==> src/rtl/clk_ratio_pkg.sv <==
package clk_ratio_pkg;

    typedef enum logic [1:0] {
        SEL_BUS = 2'd0,
        SEL_CPU = 2'd1,
        SEL_PER = 2'd2,
        SEL_RSV = 2'd3
    } ratio_sel_e;

endpackage

==> src/rtl/stab_counter.sv <==
module stab_counter #(
    parameter int CNT_W = 8
) (
    input  logic             clk,
    input  logic             rst_n,
    input  logic             load,
    input  logic [CNT_W-1:0] start_val,
    output logic             busy,
    output logic             done
);
    localparam logic [CNT_W-1:0] CNT_MAX = {CNT_W{1'b1}};

    typedef struct packed {
        logic             busy;
        logic [CNT_W-1:0] cnt;
    } cnt_state_t;

    cnt_state_t st_d, st_q;

    always_comb begin
        st_d = st_q;
        if (st_q.busy) begin
            st_d.cnt = st_q.cnt + 1'b1;
            if (st_q.cnt == CNT_MAX) begin
                st_d.busy = 1'b0;
            end
        end else if (load) begin
            st_d.busy = 1'b1;
            st_d.cnt  = start_val;
        end
    end

    always_ff @(posedge clk or negedge rst_n) begin
        if (!rst_n) begin
            st_q <= '0;
        end else begin
            st_q <= st_d;
        end
    end

    assign busy = st_q.busy;
    assign done = st_q.busy && (st_q.cnt == CNT_MAX);


    count_step_chk: assert property (@(posedge clk) disable iff (!rst_n)
        (st_q.busy && !done) |=> (st_q.busy && st_q.cnt == CNT_W'($past(st_q.cnt) + 1'b1)));


    wrap_end_chk: assert property (@(posedge clk) disable iff (!rst_n)
        done |=> !st_q.busy);


    load_value_chk: assert property (@(posedge clk) disable iff (!rst_n)
        (load && !st_q.busy) |=> (st_q.busy && st_q.cnt == $past(start_val)));

endmodule

==> src/rtl/ratio_bank.sv <==
module ratio_bank #(
    parameter int RATIO_W = 3
) (
    input  logic               clk,
    input  logic               rst_n,
    input  logic               wr_cpu,
    input  logic               wr_per,
    input  logic               wr_bus_now,
    input  logic               wr_bus_defer,
    input  logic               apply_bus,
    input  logic [RATIO_W-1:0] ratio_in,
    output logic [RATIO_W-1:0] bus_div,
    output logic [RATIO_W-1:0] cpu_div,
    output logic [RATIO_W-1:0] per_div
);
    typedef struct packed {
        logic [RATIO_W-1:0] bus;
        logic [RATIO_W-1:0] cpu;
        logic [RATIO_W-1:0] per;
        logic [RATIO_W-1:0] pend;
    } bank_state_t;

    bank_state_t bk_d, bk_q;

    always_comb begin
        bk_d = bk_q;
        if (wr_cpu)       bk_d.cpu  = ratio_in;
        if (wr_per)       bk_d.per  = ratio_in;
        if (wr_bus_now)   bk_d.bus  = ratio_in;
        if (wr_bus_defer) bk_d.pend = ratio_in;
        if (apply_bus)    bk_d.bus  = bk_q.pend;
    end

    always_ff @(posedge clk or negedge rst_n) begin
        if (!rst_n) begin
            bk_q <= '0;
        end else begin
            bk_q <= bk_d;
        end
    end

    assign bus_div = bk_q.bus;
    assign cpu_div = bk_q.cpu;
    assign per_div = bk_q.per;


    pend_apply_chk: assert property (@(posedge clk) disable iff (!rst_n)
        apply_bus |=> (bus_div == $past(bk_q.pend)));

endmodule

==> src/rtl/clk_ratio_ctrl.sv <==
module clk_ratio_ctrl
    import clk_ratio_pkg::*;
#(
    parameter int RATIO_W = 3,
    parameter int DATA_W  = 8,
    parameter int CNT_W   = 8
) (
    input  logic               clk,
    input  logic               rst_n,
    input  logic               wr_en,
    input  logic [1:0]         wr_sel,
    input  logic [DATA_W-1:0]  wr_data,
    input  logic               pll_on,
    input  logic [CNT_W-1:0]   stab_start,
    output logic [RATIO_W-1:0] bus_div,
    output logic [RATIO_W-1:0] cpu_div,
    output logic [RATIO_W-1:0] per_div,
    output logic               clk_en_bus,
    output logic               clk_en_cpu,
    output logic               clk_en_per,
    output logic               clocks_stopped
);
    logic               accept;
    logic               wr_bus, wr_cpu, wr_per;
    logic               bus_now, bus_defer;
    logic               cnt_busy, cnt_done;
    logic [RATIO_W-1:0] ratio_in;

    always_comb begin
        accept    = wr_en && !cnt_busy;
        wr_bus    = accept && (ratio_sel_e'(wr_sel) == SEL_BUS);
        wr_cpu    = accept && (ratio_sel_e'(wr_sel) == SEL_CPU);
        wr_per    = accept && (ratio_sel_e'(wr_sel) == SEL_PER);
        bus_now   = wr_bus && !pll_on;
        bus_defer = wr_bus && pll_on;
        ratio_in  = wr_data[RATIO_W-1:0];
    end

    stab_counter #(.CNT_W(CNT_W)) i_stab_counter (
        .clk       (clk),
        .rst_n     (rst_n),
        .load      (bus_defer),
        .start_val (stab_start),
        .busy      (cnt_busy),
        .done      (cnt_done)
    );

    ratio_bank #(.RATIO_W(RATIO_W)) i_ratio_bank (
        .clk          (clk),
        .rst_n        (rst_n),
        .wr_cpu       (wr_cpu),
        .wr_per       (wr_per),
        .wr_bus_now   (bus_now),
        .wr_bus_defer (bus_defer),
        .apply_bus    (cnt_done),
        .ratio_in     (ratio_in),
        .bus_div      (bus_div),
        .cpu_div      (cpu_div),
        .per_div      (per_div)
    );

    assign clk_en_bus     = !cnt_busy;
    assign clk_en_cpu     = !cnt_busy;
    assign clk_en_per     = !cnt_busy;
    assign clocks_stopped = cnt_busy;


    cpu_apply_chk: assert property (@(posedge clk) disable iff (!rst_n)
        (wr_en && wr_sel == 2'd1 && !clocks_stopped) |=>
        (cpu_div == $past(wr_data[RATIO_W-1:0]) && !clocks_stopped));


    bus_direct_chk: assert property (@(posedge clk) disable iff (!rst_n)
        (wr_en && wr_sel == 2'd0 && !pll_on && !clocks_stopped) |=>
        (bus_div == $past(wr_data[RATIO_W-1:0]) && !clocks_stopped));


    stop_start_chk: assert property (@(posedge clk) disable iff (!rst_n)
        (wr_en && wr_sel == 2'd0 && pll_on && !clocks_stopped) |=>
        (clocks_stopped && !clk_en_bus && !clk_en_cpu && !clk_en_per));


    bus_hold_chk: assert property (@(posedge clk) disable iff (!rst_n)
        clocks_stopped |=> (!clocks_stopped || $stable(bus_div)));


    cpu_hold_chk: assert property (@(posedge clk) disable iff (!rst_n)
        clocks_stopped |=> ($stable(cpu_div) && $stable(per_div)));

endmodule

==> config.mk <==
export PLATFORM = sky130hd
export DESIGN_NAME = clk_ratio_ctrl
export DESIGN_NICKNAME = d
export VERILOG_FILES = /design/src/rtl/clk_ratio_pkg.sv /design/src/rtl/stab_counter.sv /design/src/rtl/ratio_bank.sv /design/src/rtl/clk_ratio_ctrl.sv
export SDC_FILE = /design/constraint.sdc
export NUM_CORES = 1
export LEC_CHECK = 0
export ABC_CLOCK_PERIOD_IN_PS = 3400
export BUFFER_PORTS_ARGS = -buffer_cell sky130_fd_sc_hd__buf_4
export CAP_MARGIN = 25
export CORE_UTILIZATION = 56
export CTS_BUF_LIST = sky130_fd_sc_hd__clkbuf_4
export DETAILED_ROUTE_END_ITERATION = 10
export PLACE_DENSITY = 0.86
export SLEW_MARGIN = 20
export SYNTH_ARGS = -nofsm -noshare
export SYNTH_HDL_FRONTEND = slang
export SYNTH_SLANG_ARGS = --single-unit
==> constraint.sdc <==
create_clock -name clk -period 3.4 [get_ports clk]
set_clock_uncertainty 0.1 [all_clocks]
set_input_delay 0.17 -clock clk [delete_from_list [all_inputs] [get_ports clk]]
set_output_delay 0.17 -clock clk [all_outputs]
set_load 0.03 [all_outputs]
# Yosys cells after proc, flatten, opt, wreduce, memory -nomap -nowiden
# Index checks and enable logic that the tools add are counted.
dict set report word_totals {
  output_inout_bits 13
  elab_cells 27
  input_bits 22
  regBits 21
}
dict set report op_classes {
  muxes 5
  eq_ne 3
  reduce_logical 12
  add_sub_neg 1
}
# cell n
set ops {}
lappend ops {{9-bit 2-to-1 mux} 2}
lappend ops {{8-bit by 1-bit adder with 8-bit output, second input constant} 1}
lappend ops {{8-bit equality test, second input constant} 1}
lappend ops {{1-bit logical AND} 7}
lappend ops {{3-bit 2-to-1 mux} 2}
lappend ops {{2-bit nonzero test} 2}
lappend ops {{2-bit by 1-bit equality test with 1-bit output, second input constant} 1}
lappend ops {{2-bit equality test, second input constant} 1}
lappend ops {{1-bit logical NOT} 2}
lappend ops {{2-bit logical NOT} 1}
lappend ops {{1-bit 2-to-1 mux} 1}

# Logic depth before layout (Yosys ltp)
# Gate-level depths: netlist (run 1).
dict set report logic_depth {
  word_depth 6
  ltp_mapped 4
  ltp_nobuf 4
}

# By module
# A second synthesis (run 1) with hierarchy kept.
dict set report hier_totals {
  hier_cells 104
  area_unflattened_um2 1138.6
}
# module n_inst area_each_um2 cells_each seq_area_each_um2
set modules_own_cells {}
lappend modules_own_cells {ratio_bank 1 525.5 39 300.3}
lappend modules_own_cells {stab_counter 1 519.2 57 225.2}
lappend modules_own_cells {clk_ratio_ctrl 1 93.8 8 0.0}

# Worst setup path before layout (run 1)
# OpenSTA, ideal clock, no wires.
dict set report synth_path {
  path_type {register to register}
  from {reg i_stab_counter.st_q (netlist bit i_stab_counter.busy)}
  to {reg i_stab_counter.st_q[6] (netlist name)}
  path_stages_with_launch 5
  required_ns 3.174
  setup_slack_ns 1.517
  setup_ns 0.126
  t_arrival_ns 1.657
  period_less_slack_ns 1.883
  path_buffers 1
  cell_sequence {dfrtp_1 or4b_1 buf_2 o22a_1 a221o_1}
}
dict set report synth_between {
  elab_chain_cells 5
  elab_cells_between_ends 6
  cone_classes {mux: 1; reduce/logical: 5}
}
# element line
set synth_rtl {}
lappend synth_rtl {{from (decl)} stab_counter.sv:18} ;# cnt_state_t st_d, st_q;
lappend synth_rtl {{from (signal assigned)} stab_counter.sv:37} ;# st_q <= st_d;
lappend synth_rtl {{1-bit logical NOT} clk_ratio_ctrl.sv:30} ;# accept = wr_en && !cnt_busy;
lappend synth_rtl {{1-bit logical AND} clk_ratio_ctrl.sv:30}
lappend synth_rtl {{1-bit logical AND} clk_ratio_ctrl.sv:31} ;# wr_bus = accept && (ratio_sel_e'(wr_sel) == SEL_BUS);
lappend synth_rtl {{1-bit logical AND} clk_ratio_ctrl.sv:35} ;# bus_defer = wr_bus && pll_on;
lappend synth_rtl {{2-bit nonzero test (no line)} --}
# Several ways; a longest one is shown, not always the timed one.
# A chain may end at the register's enable or synchronous reset.

# Final worst setup path (run 1)
dict set report layout_path {
  from {reg i_stab_counter.st_q (netlist bit i_stab_counter.busy)}
  to {reg i_ratio_bank.bk_q[2] (netlist name)}
}
dict set report layout_between {
  elab_chain_cells 4
}
# element line
set layout_rtl {}
lappend layout_rtl {{1-bit logical NOT} clk_ratio_ctrl.sv:30}
lappend layout_rtl {{1-bit logical AND} clk_ratio_ctrl.sv:30}
lappend layout_rtl {{1-bit logical AND} clk_ratio_ctrl.sv:31}
lappend layout_rtl {{1-bit logical AND} clk_ratio_ctrl.sv:35}
lappend layout_rtl {{to (signal assigned)} ratio_bank.sv:38} ;# bk_q <= bk_d;
lappend layout_rtl {{to (decl)} ratio_bank.sv:23} ;# bank_state_t bk_d, bk_q;
# No other way between the ends.

==> results of run 1 <==
-- layout by cell type (no fill, tap or decap) --
cell           instances
a211oi_1               2
a221o_1                4
a2bb2oi_1              1
a311o_1                1
a31oi_1                2
and2_1                 1
and3_1                 4
and4bb_2               2
buf_4                 30
clkbuf_4               3
clkinv_2               1
dfrtp_1               21
dlygate4sd3_1          2
ha_1                   1
inv_1                  6
mux2_2                 9
nand2_1                5
nand3_1                6
nand4_1                3
nor2_1                 2
nor2_4                 1
nor3_1                 4
nor4_1                 1
nor4b_2                1
o211ai_1               2
o21ai_0                2
o22a_1                 1
o311ai_0               1
o31a_1                 2
o32ai_1                1
or4b_1                 1
xnor2_1                1
-- power by group --
| group | leakage [nW] | switching (mW) | internal [mW] | total (mW) |
|---|---|---|---|---|
| Sequential | 0.261 | 0.108 | 0.362 | 0.470 |
| Combinational | 0.350 | 0.308 | 0.247 | 0.555 |
| Clock | 0.0177 | 0.0755 | 0.0438 | 0.119 |
-- per-stage QoR --
step	setup WS [ns]	instances	instance area (sq um)
floorplan	1.52	102	1120
global placement	1.41	143	1280
detailed placement	1.36	143	1280
CTS	1.32	149	1320
global route	1.24	149	1320
finish	1.33	149	1320
-- logic make-up (layout without fill, tap and decap cells) --
group	after synthesis	after routing	synth area share
simple gates	31	31	0.174
flops	21	21	0.471
buf+inv	20	42	0.106
compound gates	19	19	0.139
mux	9	9	0.0908
fa+ha+maj	1	1	0.0112
xor+xnor	1	1	0.00785
-- flip-flops by register name, summed over array words and instances, names as in the netlist --
signal                flops
i_stab_counter.busy       1
i_ratio_bank.per_div      3
i_ratio_bank.cpu_div      3
i_ratio_bank.bus_div      3
i_ratio_bank.bk_q         3
i_stab_counter.st_q       8
-- area by class of cell --
| cell class | count | area share |
|---|---|---|
| flip-flops and latches | 21 | 0.397 |
| multi-input cells | 61 | 0.356 |
| repair buffers | 32 | 0.185 |
| well taps | 25 | 0.0236 |
| clock buffers | 3 | 0.0170 |
| inverters | 6 | 0.0170 |
| clock inverters | 1 | 0.00378 |
-- worst min-delay path: stages --
cell      delay, ns
buf_4          0.08
nand3_1        0.07
o211ai_1       0.08
-- Yosys cell counts --
cell type | count | area, sq um
nor4_1 | 1 | 6.26
and4bb_2 | 2 | 25.0
and3_1 | 4 | 25.0
nor3_1 | 4 | 20.0
o311ai_0 | 1 | 8.76
xnor2_1 | 1 | 8.76
clkbuf_1 | 1 | 3.75
o22a_1 | 1 | 8.76
nand4_1 | 3 | 18.8
o31a_1 | 2 | 17.5
a211oi_1 | 2 | 15.0
buf_4 | 11 | 82.6
dfrtp_1 | 21 | 526
nand3_1 | 6 | 30.0
a311o_1 | 1 | 10.0
buf_2 | 2 | 10.0
nor2_1 | 2 | 7.51
inv_1 | 6 | 22.5
nor4b_2 | 1 | 15.0
nand2_1 | 5 | 18.8
and2_1 | 1 | 6.26
o32ai_1 | 1 | 8.76
o21ai_0 | 2 | 10.0
ha_1 | 1 | 12.5
nor2_4 | 1 | 11.3
a221o_1 | 4 | 40.0
a2bb2oi_1 | 1 | 8.76
a31oi_1 | 2 | 12.5
mux2_2 | 9 | 101
o211ai_1 | 2 | 15.0
or4b_1 | 1 | 10.0
-- final timing paths --
check	slack (ns)	endpoint	startpoint
hold / removal	0.03	i_stab_counter.st_q[3]	stab_start[3]
max in group asynchronous	2.81	i_stab_counter.st_q[1]	rst_n
setup reg to reg	1.33	i_ratio_bank.bk_q[2]	i_stab_counter.busy
min in group asynchronous	0.17	i_stab_counter.st_q[7]	rst_n
setup / recovery	1.33	i_ratio_bank.bk_q[2]	i_stab_counter.busy
hold reg to reg	0.43	i_ratio_bank.cpu_div[2]	i_ratio_bank.cpu_div[2]
-- metal layers --
layer | routed length, microns | share of wire
met4 | 12 | 0.0051
met2 | 1230 | 0.52
met1 | 999 | 0.43
met3 | 100 | 0.043
met5 | 0 | 0
==> qor.csv, run 1 <==
stage,metric,value,unit
grt,Top Usage Layer GRT,met2,
floorplanning,core area,0.00180,sq mm
floorplanning,DIE WIDTH,46.6,microns
grt,gr usage total,0.242,
critical_path,CP Depth,3,
outcome,run status,finished clean,
placement,Final Wtd Congestion,0.797,
clock_network,hold_buf cts,2,
critical_path,R2R depth,3,
critical_path,crit path DAT,2.17,ns
synthesis,Ys Warns,0,
sta,minimum clock period,2.07,ns
sta,Final Cycle Share,0.608,
clock_network,Post-CTS Resized,0,
route,Initial DRT Pass Iterations,4,
floorplanning,Initial Utilization,0.619,
critical_path,crit start category,flop,
sta,Slew headroom,0.739,
synthesis,post-synthesis sequential element count,21,
clock_network,Clock Tree Root,clkbuf_4,
critical_path,max incr delay on CP,0.75,ns
clock_network,CTS HTree Levels,1,
clock_network,Worst-path clk slew,0.12,ns
layout,P&R area growth vs syn,18.6,%
pwr,Static Leak,0.629,nW
min_path,Hold Path Depth,3,
layout,antenna cell count,0,
route,ANT nets after route,0,
synthesis,syn avg cell area,10.9,sq um
layout,Multi-input gate area,472,sq um
clock_network,TritonCTS buffer count,3,
synthesis,cell area after synthesis,0.00112,sq mm
critical_path,CP Buf/Inv Count,0,
grt,GRT met1 Usage,0.305,
clock_network,clk buf depth,2,
clock_network,setup bufs post-CTS,0,
critical_path,CP top delay family,simple AND/OR/NAND/NOR gates,
critical_path,"Slowest-stage cell, CP",or4b_1,
floorplanning,DIE HEIGHT,46.6,microns
pwr,Overall Power,1.14,mW
min_path,HP Class,primary input to flop,
critical_path,CP Cell Sequence,"or4b_1, nor2_4, mux2_2",
placement,hpwl dp,1670,microns
sta,Final Max Slew Viols,0,
floorplanning,I/O Pins,35,
pwr,Max IR drop VDD,0.570,mV
synthesis,register area share after synthesis,0.471,
critical_path,"Data required, critical path",3.50,ns
clock_network,clock sink count,21,
route,wire per inst,15.7,microns
route,Vias,872,
layout,Final Core Density,0.735,
floorplanning,row count,15,
sta,setup violators final,0,
placement,PortBufs,29,
sta,worst hold slack,0.0253,ns
route,Post-Route WL,2340,microns
sta,worst-margin pin slew,0.391,ns
critical_path,Max Fanout on Critical Path,13,
flow_run,max cap viols,0,
critical_path,critical path capture point type,flop,
layout,Seq. cell area,526,sq um
sta,RSZ-0062 raised after global routing,false,
grt,GR Layer Usage met3,0.0392,
sta,Max Clk Rate,484,MHz
synthesis,Synthesized Nets,125,
pwr,power density over the cells,864,mW/mm^2
grt,global-route wire length before repair,3720,microns
route,vias per inst,5.85,
layout,fraction of layout cells with a size suffix above 1,0.379,
clock_network,worst skew pair latency,0.30,ns
grt,initial antenna violation count,0,
grt,total gr overflow,0,
synthesis,Mapped Cells,102,
clock_network,CTS tree,built,
sta,Final Hold Vio Count,0,
grt,vias in the first global route,862,
route,Post-route DRC,0,
route,initial DRC count,30,
grt,met2 usage in global routing,0.425,
synthesis,synth unique cells,31,
layout,fillers,135,
grt,largest net degree at the start of global routing,22,
critical_path,critical setup path kind,flop to flop,
layout,Nets,148,
floorplanning,die footprint,0.00218,sq mm
sta,Sum Neg Setup Slack,0,ns
Power figures use the tool's default switching activity.
==> inputs of run 2 (changes only) <==
--- a/config.mk
+++ b/config.mk
@@ -5,13 +5,13 @@
 export SDC_FILE = /design/constraint.sdc
 export NUM_CORES = 1
 export LEC_CHECK = 0
-export ABC_CLOCK_PERIOD_IN_PS = 3400
+export ABC_CLOCK_PERIOD_IN_PS = 2000
 export BUFFER_PORTS_ARGS = -buffer_cell sky130_fd_sc_hd__buf_4
 export CAP_MARGIN = 25
-export CORE_UTILIZATION = 56
+export CORE_UTILIZATION = 52
 export CTS_BUF_LIST = sky130_fd_sc_hd__clkbuf_4
 export DETAILED_ROUTE_END_ITERATION = 10
-export PLACE_DENSITY = 0.86
+export PLACE_DENSITY = 0.81
 export SLEW_MARGIN = 20
 export SYNTH_ARGS = -nofsm -noshare
 export SYNTH_HDL_FRONTEND = slang
==> constraint.sdc (replaced) <==
create_clock -name clk -period 2 [get_ports clk]
set_clock_uncertainty 0.1 [all_clocks]
set_input_delay 0.1 -clock clk [delete_from_list [all_inputs] [get_ports clk]]
set_output_delay 0.1 -clock clk [all_outputs]
set_load 0.03 [all_outputs]
==> run 2 against run 1 <==
Compared with the run above:
- register-to-register slack lost 1.2 ns
- highest routed layer unchanged
- count of clock-buffer cells in the layout up 1
- fmax rose by 9.4%
- critical path depth is the same
- first-iteration DRC count shrank 40%
- die area increased by 7.4%
- power increased by 76%
- routed wire length rose by 8.2%
- sequential share of layout area shrank 3.6 points
==> qor.csv, run 2 (synthesized netlist as in run 1, its figures left out) <==
stage,metric,value,unit,change
clock_network,CTS HTree Levels,1,,unchanged
clock_network,worst skew pair latency,0.31,ns,was 0.30 ns
route,Post-Route WL,2530,microns,was 2340 microns
placement,Final Wtd Congestion,0.756,,was 0.797
floorplanning,DIE HEIGHT,48.3,microns,was 46.6 microns
route,Vias,965,,was 872
sta,Max Clk Rate,529,MHz,was 484 MHz
clock_network,clk buf depth,2,,unchanged
pwr,Overall Power,2.01,mW,was 1.14 mW
flow_run,max cap viols,0,,unchanged
pwr,Psw,0.857,mW,was 0.492 mW
sta,Slew headroom,0.741,,was 0.739
layout,fraction of layout cells with a size suffix above 1,0.384,,was 0.379
critical_path,reg2reg end,i_ratio_bank.bk_q[0],,was i_ratio_bank.bk_q[2]
route,Post-route DRC,0,,unchanged
placement,hpwl dp,1730,microns,was 1670 microns
route,wire per inst,15.3,microns,was 15.7 microns
floorplanning,row count,16,,was 15
sta,RSZ-0062 raised after global routing,false,,unchanged
grt,largest net degree at the start of global routing,22,,unchanged
critical_path,crit path DAT,2.00,ns,was 2.17 ns
critical_path,Critical Path End,i_ratio_bank.bk_q[0],,was i_ratio_bank.bk_q[2]
floorplanning,die footprint,0.00234,sq mm,was 0.00218 sq mm
grt,vias in the first global route,968,,was 862
outcome,run status,finished clean,,unchanged
layout,"most common cell after layout, fill and taps aside",buf_4,,unchanged
placement,PortBufs,29,,unchanged
layout,fillers,131,,was 135
clock_network,TritonCTS buffer count,3,,unchanged
route,vias per inst,5.85,,about the same
layout,P&R area growth vs syn,30.3,%,was 18.6%
pwr,power density over the cells,1380,mW/mm^2,was 864 mW/mm^2
pwr,register share of total power,0.382,,was 0.411
critical_path,Max Fanout on Critical Path,7,,was 13
layout,Seq. cell area,526,sq um,unchanged
grt,gr usage total,0.228,,was 0.242
grt,total gr overflow,0,,unchanged
clock_network,Post-CTS Resized,0,,unchanged
pwr,Clk pwr share,0.111,,was 0.104
pwr,Max IR drop VDD,1.11,mV,was 0.570 mV
route,initial DRC count,18,,was 30
sta,Worst Slack Setup Final,0.110,ns,was 1.33 ns
clock_network,CTS tree,built,,unchanged
critical_path,flop2flop setup slack,0.11,ns,was 1.33 ns
pwr,Int Pwr,1.16,mW,was 0.652 mW
critical_path,critical path capture point type,flop,,unchanged
placement,"worst slack, placed",0.141,ns,was 1.36 ns
clock_network,Worst-path clk slew,0.12,ns,about the same
critical_path,RR Startpoint,i_stab_counter.busy,,unchanged
layout,max reg flops,8,,unchanged
sta,setup violators final,0,,unchanged
layout,register with the most flip-flops,i_stab_counter.st_q,,unchanged
layout,Multi-input gate area,472,sq um,unchanged
layout,most frequent cells in the layout,"buf_4, dfrtp_1, dlygate4sd3_1",,"was buf_4, dfrtp_1, mux2_2"
min_path,Hold Path Depth,3,,unchanged
floorplanning,I/O Pins,35,,unchanged
layout,antenna cell count,0,,unchanged
sta,worst-margin pin slew,0.388,ns,was 0.391 ns
clock_network,clock sink count,21,,unchanged
route,Initial DRT Pass Iterations,4,,unchanged
route,ANT nets after route,0,,unchanged
critical_path,critical setup path kind,flop to flop,,unchanged
grt,initial antenna violation count,0,,unchanged
critical_path,R2R depth,3,,unchanged
critical_path,crit start category,flop,,unchanged
layout,Nets,162,,was 148
sta,Sum Neg Setup Slack,0,ns,unchanged
clock_network,Clock Tree Root,clkbuf_4,,unchanged
sta,minimum clock period,1.89,ns,was 2.07 ns
pwr,Combinational Power Share,0.507,,was 0.485
critical_path,Worst Setup SP,i_stab_counter.busy,,unchanged
sta,Final Hold Vio Count,0,,unchanged
floorplanning,core area,0.00198,sq mm,was 0.00180 sq mm
sta,Final Max Slew Viols,0,,unchanged
sta,Final Cycle Share,0.945,,was 0.608
critical_path,"Data required, critical path",2.11,ns,was 3.50 ns
floorplanning,Initial Utilization,0.563,,was 0.619
grt,global-route wire length before repair,4150,microns,was 3720 microns
min_path,HP Class,primary input to flop,,unchanged
pwr,Static Leak,0.691,nW,was 0.629 nW
pwr,Switching Share,0.426,,was 0.430
floorplanning,DIE WIDTH,48.3,microns,was 46.6 microns
## run 2: worst min path at each step
stage                              from                endpoint  slack, ns
after global placement            rst_n  i_stab_counter.st_q[7]      -0.10
after detailed placement          rst_n  i_stab_counter.st_q[7]      -0.10
after CTS                 stab_start[4]  i_stab_counter.st_q[4]      0.008
after floorplan                   rst_n    i_ratio_bank.bk_q[0]      -0.30
after global routing      stab_start[2]  i_stab_counter.st_q[2]       0.04
final                     stab_start[4]  i_stab_counter.st_q[4]      0.001
## run 2: power groups by stage
stage | sequential (mW) | combinational, mW | clock (mW)
final | 0.770 | 1.02 | 0.224
after global routing | 0.796 | 1.10 | 0.244
after CTS | 0.767 | 1.01 | 0.225
after detailed placement | 0.775 | 0.988 | 0
after global placement | 0.761 | 0.961 | 0
after floorplan | 0.756 | 0.793 | 0
## run 2: final cells by class
type,count,area share
Sequential cell,21,0.361
Multi-Input combinational cell,61,0.324
Timing Repair Buffer,46,0.255
Tap cell,27,0.0232
Clock buffer,4,0.0207
Inverter,6,0.0155
## run 2: stage by stage
step                      cell area, sq um  instances  utilization  hold slack (ns)
after floorplan                       1120        102            -           -0.296
after global placement                1290        147        0.653           -0.104
after global routing                  1450        165        0.734           0.0392
after detailed placement              1290        147        0.653           -0.103
final                                 1450        165        0.734          0.00130
after CTS                             1420        161        0.718          0.00806
## run 2: what timing repair did
item                                    4_1_cts  5_1_grt
endpoints found under the setup margin        0        1
hold endpoints to repair                     34        0
buffers inserted                              0        4
hold buffers                                 10        0
## run 2: routing by layer
metal,up-vias,part of all wire,track usage
met2,35,0.48,0.376
met5,-,0,0
li1,445,-,-
met4,0,0.038,0.137
met1,474,0.44,0.284
met3,11,0.044,0.0314
## run 2: worst max-delay path, cell delays in order, from the launching register on
cell and delay [ns]:
dfrtp_1 0.40, or4b_1 0.70, nor2_4 0.22, mux2_2 0.36
==> inputs of run 3 (changes only) <==
--- a/config.mk
+++ b/config.mk
@@ -7,7 +7,6 @@
 export LEC_CHECK = 0
 export ABC_CLOCK_PERIOD_IN_PS = 2000
 export BUFFER_PORTS_ARGS = -buffer_cell sky130_fd_sc_hd__buf_4
-export CAP_MARGIN = 25
 export CORE_UTILIZATION = 52
 export CTS_BUF_LIST = sky130_fd_sc_hd__clkbuf_4
 export DETAILED_ROUTE_END_ITERATION = 10
@@ -15,4 +14,5 @@
 export SLEW_MARGIN = 20
 export SYNTH_ARGS = -nofsm -noshare
 export SYNTH_HDL_FRONTEND = slang
+export SYNTH_HIERARCHICAL = 1
 export SYNTH_SLANG_ARGS = --single-unit
==> run 3 against run 2 <==
Compared with the run above:
- combinational power rose by 4%
- largest cell class unchanged
- power rose by 2.5%
- utilization decreased by 1.7 points
- critical endpoint is now i_stab_counter/st_q[4]
- fmax increased by 13%
- synthesized cell count increased by 2.0%
- routed wire length is 6.4% lower
- highest routed layer unchanged
- critical path type unchanged
- register-to-register slack improved by 0.22 ns
- sequential share of layout area rose by 0.47 points
==> qor.csv, run 3 <==
stage,metric,value,unit,change
grt,total gr overflow,0,,unchanged
clock_network,Worst-path clk slew,0.11,ns,was 0.12 ns
grt,vias in the first global route,901,,was 968
critical_path,crit path DAT,1.78,ns,was 2.00 ns
floorplanning,Initial Utilization,0.569,,was 0.563
route,Vias,908,,was 965
route,Post-Route WL,2370,microns,was 2530 microns
critical_path,crit start category,flop,,unchanged
synthesis,top-area cell type share of the netlist area,0.462,,was 0.471
layout,fraction of layout cells with a size suffix above 1,0.393,,was 0.384
pwr,power density over the cells,1440,mW/mm^2,was 1380 mW/mm^2
layout,Final Core Density,0.717,,was 0.734
sta,Sum Neg Setup Slack,0,ns,unchanged
route,wire per inst,14.6,microns,was 15.3 microns
sta,Final Cycle Share,0.837,,was 0.945
placement,Final Wtd Congestion,0.782,,was 0.756
pwr,Static Leak,0.622,nW,was 0.691 nW
critical_path,max incr delay on CP,0.39,ns,was 0.70 ns
critical_path,critical path capture point type,flop,,unchanged
route,initial DRC count,21,,was 18
clock_network,worst skew pair latency,0.29,ns,was 0.31 ns
layout,Nets,159,,was 162
layout,max reg flops,8,,unchanged
grt,gr usage total,0.223,,was 0.228
critical_path,"Data required, critical path",2.11,ns,about the same
layout,most frequent cells in the layout,"buf_4, dfrtp_1, dlygate4sd3_1, mux2_2, nand2_1",,"was buf_4, dfrtp_1, dlygate4sd3_1"
grt,global-route wire length before repair,4060,microns,was 4150 microns
sta,worst-margin pin slew,0.499,ns,was 0.388 ns
synthesis,cell area after synthesis,0.00114,sq mm,was 0.00112 sq mm
sta,Final Hold Vio Count,0,,unchanged
route,Post-route DRC,0,,unchanged
synthesis,syn avg cell area,10.9,sq um,about the same
sta,minimum clock period,1.67,ns,was 1.89 ns
placement,PortBufs,29,,unchanged
pwr,register share of total power,0.381,,was 0.382
outcome,run status,finished clean,,unchanged
clock_network,TritonCTS buffer count,3,,unchanged
synthesis,Mapped Cells,104,,was 102
synthesis,Synth top cells by count,"dfrtp_1, buf_4, mux2_2",,unchanged
floorplanning,I/O Pins,35,,unchanged
layout,P&R area growth vs syn,26.0,%,was 30.3%
grt,largest net degree at the start of global routing,22,,unchanged
critical_path,critical setup path kind,flop to flop,,unchanged
route,vias per inst,5.60,,was 5.85
critical_path,"Slowest-stage cell, CP",dfrtp_1,,was or4b_1
route,Initial DRT Pass Iterations,4,,unchanged
synthesis,post-synthesis sequential element count,21,,unchanged
sta,RSZ-0062 raised after global routing,false,,unchanged
synthesis,Ys Warns,6,,was 0
synthesis,primary flip-flop cell chosen by synthesis mapping,dfrtp_1,,unchanged
clock_network,Clock Tree Root,clkbuf_4,,unchanged
min_path,Hold Path Depth,3,,unchanged
critical_path,CP Cell Sequence,"nand2b_4, nor4b_4, buf_4, nor2b_1, a211oi_1, a311oi_1",,"was or4b_1, nor2_4, mux2_2"
pwr,Switching Share,0.426,,about the same
synthesis,Yosys top cell by area,dfrtp_1,,unchanged
critical_path,Critical Path End,i_stab_counter/st_q[4],,was i_ratio_bank.bk_q[0]
layout,fillers,153,,was 131
critical_path,Worst Setup SP,i_stab_counter/busy,,was i_stab_counter.busy
floorplanning,DIE HEIGHT,48.8,microns,was 48.3 microns
sta,setup violators final,0,,unchanged
floorplanning,core area,0.00200,sq mm,was 0.00198 sq mm
clock_network,clock sink count,21,,unchanged
clock_network,CTS HTree Levels,1,,unchanged
sta,Final Max Slew Viols,0,,unchanged
sta,Slew headroom,0.664,,was 0.741
min_path,HP Class,primary input to flop,,unchanged
critical_path,Max Fanout on Critical Path,11,,was 7
route,ANT nets after route,0,,unchanged
synthesis,synth unique cells,32,,was 31
floorplanning,die footprint,0.00238,sq mm,was 0.00234 sq mm
layout,"most common cell after layout, fill and taps aside",buf_4,,unchanged
flow_run,max cap viols,0,,unchanged
layout,antenna cell count,0,,unchanged
floorplanning,row count,16,,unchanged
pwr,Max IR drop VDD,0.962,mV,was 1.11 mV
synthesis,register area share after synthesis,0.462,,was 0.471
critical_path,flop2flop setup slack,0.33,ns,was 0.11 ns
pwr,Psw,0.880,mW,was 0.857 mW
pwr,Clk pwr share,0.103,,was 0.111
synthesis,"EDFF count, synth",0,,unchanged
floorplanning,DIE WIDTH,48.8,microns,was 48.3 microns
synthesis,asr flop ratio synth,1.00,,unchanged
placement,hpwl dp,1630,microns,was 1730 microns
clock_network,CTS tree,built,,unchanged
critical_path,RR Startpoint,i_stab_counter/busy,,was i_stab_counter.busy
grt,initial antenna violation count,0,,unchanged
critical_path,reg2reg end,i_stab_counter/st_q[4],,was i_ratio_bank.bk_q[0]
synthesis,Synth area leaders,"dfrtp_1, mux2_2, buf_4",,unchanged
clock_network,setup bufs post-CTS,0,,unchanged
synthesis,"count leader, synth",dfrtp_1,,unchanged
clock_network,Post-CTS Resized,0,,unchanged
synthesis,Synthesized Nets,127,,was 125
layout,register with the most flip-flops,i_stab_counter/st_q,,was i_stab_counter.st_q
pwr,Combinational Power Share,0.516,,was 0.507
critical_path,R2R depth,6,,was 3
clock_network,clk buf depth,2,,unchanged
pwr,Int Pwr,1.18,mW,was 1.16 mW
sta,Max Clk Rate,597,MHz,was 529 MHz
[run 3: changes by cell type in the layout (fill, tap and decap cells not counted), moves of 3 or more]
cell     previous run  this run
a221o_1             4         0
buf_4              36        32
o21ai_0             2         5
nor2b_1             0         3
mux2i_1             0         5
o21ai_1             0         3
inv_1               6         3
[run 3: cell families after synthesis]
family	share of synthesized area
AOI/OAI and AO/OA	0.112
and+or+nand+nor	0.187
adders and majority gates	0.0110
DFF	0.462
muxes	0.133
buffers and inverters	0.0956
[run 3: area by class of cell]
cell class	count	area, sq um	share of cell area
Clock buffer	4	30.0	0.0209
Inverter	3	11.3	0.00785
Multi-Input combinational cell	66	504	0.351
Sequential cell	21	526	0.366
Tap cell	27	33.8	0.0235
Timing Repair Buffer	41	330	0.230
[run 3: repair_timing]
action / 4_1_cts / 5_1_grt
endpoints found under the setup margin: 0 / 0
hold buffers: 9 / 0
endpoints found under the hold margin: 35 / 0
[run 3: power by group through the flow]
| stage | clock network (mW) | logic [mW] | registers, mW |
|---|---|---|---|
| 4_1_cts | 0.218 | 1.06 | 0.783 |
| 5_1_grt | 0.234 | 1.15 | 0.815 |
| 3_3_place_gp | 0 | 1.01 | 0.777 |
| 6_report | 0.213 | 1.06 | 0.786 |
| 2_1_floorplan | 0 | 0.861 | 0.775 |
| 3_5_place_dp | 0 | 1.05 | 0.794 |
[run 3: metal layers]
| layer | share of wire | up-vias | track usage |
|---|---|---|---|
| li1 | - | 430 | - |
| met1 | 0.40 | 449 | 0.286 |
| met2 | 0.54 | 23 | 0.384 |
| met3 | 0.035 | 6 | 0.0312 |
| met4 | 0.022 | 0 | 0.0784 |
| met5 | 0 | - | 0 |
[run 3: through the flow]
stage               cell area [sq um]  std cells  setup WS [ns]  hold slack, ns  power [mW]
finish                           1440        162          0.326          0.0232        2.06
global route                     1440        162          0.250          0.0564        2.20
CTS                              1440        162          0.301          0.0258        2.06
detailed placement               1320        149          0.340          -0.104        1.84
global placement                 1320        149          0.396          -0.106        1.79
floorplan                        1140        104          0.177          -0.296        1.64
[run 3: how the worst min path moves through the flow]
| stage | start | endpoint | slack [ns] |
|---|---|---|---|
| after floorplan | rst_n | i_ratio_bank/bk_q[0] | -0.30 |
| after global placement | rst_n | i_stab_counter/st_q[2] | -0.11 |
| after detailed placement | rst_n | i_stab_counter/st_q[2] | -0.10 |
| after CTS | stab_start[5] | i_stab_counter/st_q[5] | 0.03 |
| after global routing | stab_start[5] | i_stab_counter/st_q[5] | 0.06 |
| final | stab_start[5] | i_stab_counter/st_q[5] | 0.02 |
[run 3: worst max-delay path, delay by kind of cell (launching register included)]
kind | cells | cell delay, ns
AO/OA/AOI/OAI | 2 | 0.27
buffers and inverters | 1 | 0.23
flip-flops | 1 | 0.39
AND/OR/NAND/NOR | 3 | 0.59
